==> config.mk <==
export PLATFORM = sky130hd
export DESIGN_NAME = rundown_seq
export DESIGN_NICKNAME = d
export VERILOG_FILES = /design/src/rtl/rdn_pkg.sv /design/src/rtl/rdn_sync.sv /design/src/rtl/rdn_timer.sv /design/src/rtl/rdn_accum.sv /design/src/rtl/rundown_seq.sv
export SDC_FILE = /design/constraint.sdc
export NUM_CORES = 1
export LEC_CHECK = 0
export BUFFER_PORTS_ARGS = -buffer_cell sky130_fd_sc_hd__clkbuf_2
export CAP_MARGIN = 20
export CORE_ASPECT_RATIO = 1.2
export CORE_MARGIN = 1.5
export CORE_UTILIZATION = 57
export CTS_BUF_LIST = sky130_fd_sc_hd__clkbuf_8
export DETAILED_ROUTE_END_ITERATION = 10
export GPL_ROUTABILITY_DRIVEN = 0
export HOLD_SLACK_MARGIN = 0.1
export PLACE_DENSITY = 0.78
export SETUP_SLACK_MARGIN = 0.15
export SLEW_MARGIN = 15
export SYNTH_ARGS = -nofsm -noshare
export SYNTH_HDL_FRONTEND = slang
export SYNTH_HIERARCHICAL = 1
export SYNTH_SLANG_ARGS = --single-unit
==> constraint.sdc <==
create_clock -name clk -period 5.74 [get_ports clk]
set_input_delay 0.574 -clock clk [delete_from_list [all_inputs] [get_ports clk]]
set_output_delay 0.574 -clock clk [all_outputs]
set_load 0.05 [all_outputs]
==> src/rtl/rdn_pkg.sv <==
package rdn_pkg;

    typedef enum logic [1:0] {
        ST_IDLE,
        ST_WAIT,
        ST_RUNUP,
        ST_PHASE
    } seq_state_e;

    // Source drive chosen by the sequencer for the current cycle
    typedef struct packed {
        logic       on;
        logic       pos;
        logic [7:0] src;
    } drive_t;

    // Left shift giving the relative strength of source j among nph sources
    function automatic int weight_shift(input int src, input int nph);
        return 2 * (nph - 1 - src);
    endfunction

endpackage

==> src/rtl/rdn_sync.sv <==
module rdn_sync #(
    parameter int STAGES = 2
) (
    input  logic clk,
    input  logic rst,
    input  logic d,
    output logic q
);
    logic [STAGES-1:0] chain;

    generate
        for (genvar s = 0; s < STAGES; s++) begin : g_stage
            if (s == 0) begin : g_first
                always_ff @(posedge clk) begin
                    if (rst) chain[0] <= 1'b0;
                    else     chain[0] <= d;
                end
            end else begin : g_next
                always_ff @(posedge clk) begin
                    if (rst) chain[s] <= 1'b0;
                    else     chain[s] <= chain[s-1];
                end
            end
        end
    endgenerate

    assign q = chain[STAGES-1];
endmodule

==> src/rtl/rdn_timer.sv <==
module rdn_timer #(
    parameter int CW = 16,
    parameter int TW = 16
) (
    input  logic          clk,
    input  logic          rst,
    input  logic          clear,
    input  logic          run,
    input  logic [TW-1:0] lim,
    output logic [CW-1:0] cnt,
    output logic [CW:0]   span,
    output logic          expired
);
    localparam int MW = (CW + 1 > TW) ? CW + 1 : TW;

    logic [MW-1:0] span_x, lim_x;

    assign span   = {1'b0, cnt} + 1'b1;
    assign span_x = MW'(span);
    assign lim_x  = MW'(lim);
    assign expired = run && (lim != '0) && (span_x >= lim_x);

    always_ff @(posedge clk) begin
        if (rst || clear) cnt <= '0;
        else if (run)     cnt <= cnt + 1'b1;
    end
endmodule

==> src/rtl/rdn_accum.sv <==
module rdn_accum
    import rdn_pkg::*;
#(
    parameter int CW  = 16,
    parameter int RW  = 38,
    parameter int NPH = 10,
    parameter int IW  = 4
) (
    input  logic          clk,
    input  logic          rst,
    input  logic          clear,
    input  logic          add_en,
    input  logic          pos,
    input  logic [IW-1:0] src,
    input  logic [CW:0]   span,
    output logic [RW-1:0] acc
);
    logic [RW-1:0] mag;
    int            sh;

    always_comb begin
        sh  = weight_shift(int'(src), NPH);
        mag = RW'(span) << sh;
    end

    always_ff @(posedge clk) begin
        if (rst || clear) acc <= '0;
        else if (add_en)  acc <= pos ? acc + mag : acc - mag;
    end


    acc_hold_chk: assert property (@(posedge clk) disable iff (rst)
        (!add_en && !clear) |=> $stable(acc));
endmodule

==> src/rtl/rundown_seq.sv <==
module rundown_seq
    import rdn_pkg::*;
#(
    parameter int  NPH  = 10,
    parameter int  CW   = 16,
    parameter int  TW   = 16,
    parameter int  SYNC = 2,
    localparam int RW   = CW + 2 * NPH + 2
) (
    input  logic           clk,
    input  logic           rst,
    input  logic           start,
    input  logic           meas_active,
    input  logic           cmp_above,
    input  logic [TW-1:0]  timeout_lim,
    output logic [NPH-1:0] src_en,
    output logic           src_pos,
    output logic           shunt_on,
    output logic [RW-1:0]  result,
    output logic           done,
    output logic           fault
);
    localparam int PHW = $clog2(NPH + 1);
    localparam int IW  = (NPH > 1) ? $clog2(NPH) : 1;
    localparam int MW  = (CW > TW) ? CW : TW;

    seq_state_e     state;
    logic [PHW-1:0] ph;
    drive_t         drv;
    logic           cmp_s, hit, exit_runup, add_en, abort, expired, last;
    logic [CW-1:0]  cnt;
    logic [CW:0]    span;

    rdn_sync #(.STAGES(SYNC)) u_sync (
        .clk(clk), .rst(rst), .d(cmp_above), .q(cmp_s)
    );

    always_comb begin
        drv = '0;
        case (state)
            ST_RUNUP: begin
                drv.on  = 1'b1;
                drv.pos = 1'b1;
            end
            ST_PHASE: begin
                drv.on  = 1'b1;
                drv.pos = ~ph[0];
                drv.src = 8'(ph) - 8'd1;
            end
            default: ;
        endcase
    end

    always_comb begin
        for (int i = 0; i < NPH; i++) src_en[i] = drv.on && (drv.src == 8'(i));
    end

    assign src_pos    = drv.pos;
    assign shunt_on   = (state == ST_IDLE);
    assign hit        = (state == ST_PHASE) && (cmp_s == drv.pos);
    assign exit_runup = (state == ST_RUNUP) && !meas_active;
    assign add_en     = hit || exit_runup;
    assign abort      = (state == ST_PHASE) && !hit && expired;
    assign last       = (ph == PHW'(NPH));

    rdn_timer #(.CW(CW), .TW(TW)) u_timer (
        .clk(clk), .rst(rst), .clear(!drv.on || add_en), .run(drv.on),
        .lim(timeout_lim), .cnt(cnt), .span(span), .expired(expired)
    );

    rdn_accum #(.CW(CW), .RW(RW), .NPH(NPH), .IW(IW)) u_accum (
        .clk(clk), .rst(rst), .clear(shunt_on && start), .add_en(add_en),
        .pos(drv.pos), .src(drv.src[IW-1:0]), .span(span), .acc(result)
    );

    always_ff @(posedge clk) begin
        if (rst) begin
            state <= ST_IDLE;
            ph    <= '0;
            done  <= 1'b0;
            fault <= 1'b0;
        end else begin
            done <= 1'b0;
            case (state)
                ST_IDLE: if (start) begin
                    state <= ST_WAIT;
                    fault <= 1'b0;
                end
                ST_WAIT: if (meas_active) state <= ST_RUNUP;
                ST_RUNUP: if (!meas_active) begin
                    state <= ST_PHASE;
                    ph    <= PHW'(1);
                end
                ST_PHASE: begin
                    if (hit) begin
                        if (last) begin
                            state <= ST_IDLE;
                            done  <= 1'b1;
                        end else begin
                            ph <= ph + 1'b1;
                        end
                    end else if (abort) begin
                        state <= ST_IDLE;
                        fault <= 1'b1;
                    end
                end
                default: state <= ST_IDLE;
            endcase
        end
    end


    src_onehot_chk: assert property (@(posedge clk) disable iff (rst)
        $onehot0(src_en));

    shunt_excl_chk: assert property (@(posedge clk) disable iff (rst)
        shunt_on |-> (src_en == '0));

    done_pulse_chk: assert property (@(posedge clk) disable iff (rst)
        done |=> !done);

    done_shunt_chk: assert property (@(posedge clk) disable iff (rst)
        done |-> shunt_on);

    fault_quiet_chk: assert property (@(posedge clk) disable iff (rst)
        fault |-> (src_en == '0));

    phase_bound_chk: assert property (@(posedge clk) disable iff (rst)
        ((state == ST_PHASE) && (timeout_lim != '0)) |-> (MW'(cnt) < MW'(timeout_lim)));
endmodule

==> run_results.csv <==
group,metric,value,unit
die,chipWidth,109,µm
die,rows,46,
flow_run,max-cap-violations,0,
timing,rsz0062_at_grt,"no",
power,p_per_area,475,nW/µm²
clock_tree,cts-hold-fix-buffers,0,
synth,ys.flop_type,"dfxtp_1",
final_layout,diodes,0,
die,dieArea,14200,µm²
setup_path,slowest_delay,390,ps
power,leakage,3.76,nW
die,fp.dieH,130,µm
final_layout,fin_util,68.1,%
timing,slew_headroom,51.8,%
synth,synth_nets,1074,
final_layout,nFillCells,1116,
global_routing,gr-usage-all-layers,29.7,%
synth,ys_types,99,
clock_tree,cts.sinks,64,
synth,ys_ff_latch,64,
timing,timing.fmax,185,MHz
synth,ys_seq_area_share,16.6,%
routing,drc,0,
routing,dr.pass1.iters,6,
placement,dp_slack,30.4,ps
setup_path,regToRegSetupSlack,350,ps
global_routing,grt_max_degree,43,
timing,worstMarginPinSlew,720,ps
timing,layout_min_cycle_time,5390,ps
global_routing,grt_pass1_vias,7013,
setup_path,crit_type,"flip-flop to flip-flop",
final_layout,area.sequential,1290,µm²
final_layout,multiInputGateArea,6200,µm²
setup_path,required,6050,ps
clock_tree,clock_latency,390,ps
timing,tns,0,ps
synth,syn_area_per_cell,7.79,µm²
synth,syn_inst,988,
routing,viasPerCell,6.16,
timing,finalHoldViolations,0,
global_routing,antenna_found_initial,0,
setup_path,critPathLaunchType,"flip-flop",
routing,routed_wl,21300,µm
power,peakVddDrop,0.397,mV
routing,routed-via-count,7821,
final_layout,drive_gt1_share,24.6,%
final_layout,final_common_cell,"nor2_1",
final_layout,final_nets,1184,
placement,dpl.hpwl,16000,µm
final_layout,area_growth,16.6,%
timing,finalWorstSetupSlack,347,ps
final_layout,layout_common_cells,"nor2_1, nand2_1, clkbuf_2",
die,core_area,13200,µm²
setup_path,worstPathArrival,5700,ps
timing,setup_viol,0,
clock_tree,path_clk_slew,70,ps
die,start_util,58.4,%
clock_tree,cts.htree.levels,3,
global_routing,grt_pass1_wl,33500,µm
die,ios,73,
clock_tree,cts_tree,"yes",
power,power,4.26,mW
setup_path,cp_max_fo,5,
timing,finalCritPeriodShare,93.9,%
timing,fin_skew,13.0,ps
run_status,status,"completed",
clock_tree,ctsRootBufferMaster,"clkbuf_8",
timing,finalMaxSlewViolations,0,
synth,syn_area,7700,µm²
routing,ant_nets,0,
synth,synth_edf_count,0,
routing,routedWlPerCell,16.8,µm
routing,drt_iter0_drc,603,
setup_path,slowest_stage,"ha_1",
synth,yosysWarnings,6,
synth,async_flop_share,0,%
global_routing,gr-total-overflow,0,
worst_hold_path,hold_class,"input port to flip-flop",
clock_tree,numCtsBuffers,9,
setup_path,end_kind,"flip-flop",
placement,port_buffers,72,
clock_tree,cts.path.max_buffers,2,
stage by stage:
| stage | std cells | cell area, µm² | hold WS, ps |
|---|---|---|---|
| after floorplan | 988 | 7720 | 414 |
| after global placement | 1231 | 8400 | 451 |
| after detailed placement | 1231 | 8400 | 456 |
| after CTS | 1251 | 8610 | 411 |
| after global routing | 1270 | 8970 | 414 |
| final | 1270 | 8970 | 411 |
worst max-delay path: cells and delay by family, from the launching register on:
family / cells / cell delay, ps
multiplexers: 1 / 210
flip-flops: 1 / 380
AO/OA/AOI/OAI: 10 / 1930
XOR/XNOR: 3 / 520
AND/OR/NAND/NOR: 9 / 1410
buffers and inverters: 2 / 320
adder cells (fa/ha/maj): 2 / 550
cells in the mapped netlist (8+ instances only):
| cell | number | area (µm²) |
|---|---|---|
| nor3_1 | 26 | 130 |
| nand3_1 | 33 | 165 |
| nand2b_1 | 17 | 106 |
| ha_1 | 64 | 801 |
| a211oi_1 | 13 | 97.6 |
| a21oi_1 | 69 | 345 |
| o21bai_1 | 8 | 60.1 |
| mux2i_1 | 39 | 390 |
| a31oi_1 | 15 | 93.8 |
| o22ai_2 | 10 | 125 |
| clkbuf_1 | 19 | 71.3 |
| inv_1 | 36 | 135 |
| dfxtp_1 | 64 | 1280 |
| o22ai_1 | 10 | 62.6 |
| nor4_1 | 8 | 50.1 |
| nor2_1 | 129 | 484 |
| buf_2 | 10 | 50.1 |
| xor2_1 | 46 | 403 |
| xnor2_1 | 48 | 420 |
| o21ai_0 | 30 | 150 |
| a21o_1 | 19 | 143 |
| and3_1 | 9 | 56.3 |
| nand4_1 | 16 | 100 |
| nand2_1 | 78 | 293 |
state kept, by name (all words and copies together) (netlist names):
name,cells
done,1
fault,1
ph,4
state,2
u_accum/acc,38
u_sync/chain,1
u_sync/q,1
u_timer/cnt,16
metal layers:
metal  up-vias  track usage (%)  share of wire (%)
li1       3801                -                  -
met1      3662             34.7                 41
met2       285             51.7                 50
met3        73             4.00                5.1
met4         0             16.8                4.5
met5         -                0                  0
final timing paths:
check,depth (start not counted),endpoint,from
min reg2reg,1,u_sync/q,u_sync/chain[0]
min,2,u_sync/chain[0],cmp_above
max,27,u_accum/acc[32],u_timer/cnt[1]
max reg2reg,27,u_accum/acc[32],u_timer/cnt[1]
report_power, final:
group | leakage [nW] | switching [mW] | internal (mW)
Clock | 0.0924 | 0.194 | 0.175
Combinational | 3.14 | 1.99 | 1.39
Sequential | 0.521 | 0.0327 | 0.481
area by class of cell:
class	instances	area share [%]
clock buffer	11	1.69
clock inverter	4	0.237
inverter	41	1.77
multi-input combinational	837	69.2
sequential	64	14.4
tap	168	2.34
timing repair buffer	145	10.4
cell families (layout without fill, tap and decap cells):
family,after synthesis,in the layout,synth area share (%)
xor+xnor,94,94,10.7
buf+inv,88,201,5.72
mux,51,51,8.03
simple gates,375,376,25.0
fa+ha+maj,65,65,10.7
flops,64,64,16.6
compound gates,251,251,23.2
what timing repair did:
action | 4_1_cts | 5_1_grt
endpoints found under the setup margin | 4 | 14
buffers inserted | 5 | 18
cloned | 0 | 1
pin swaps | 2 | 21
gates resized for setup | 2 | 53
Note: power is estimated with default switching activity, not from simulation.
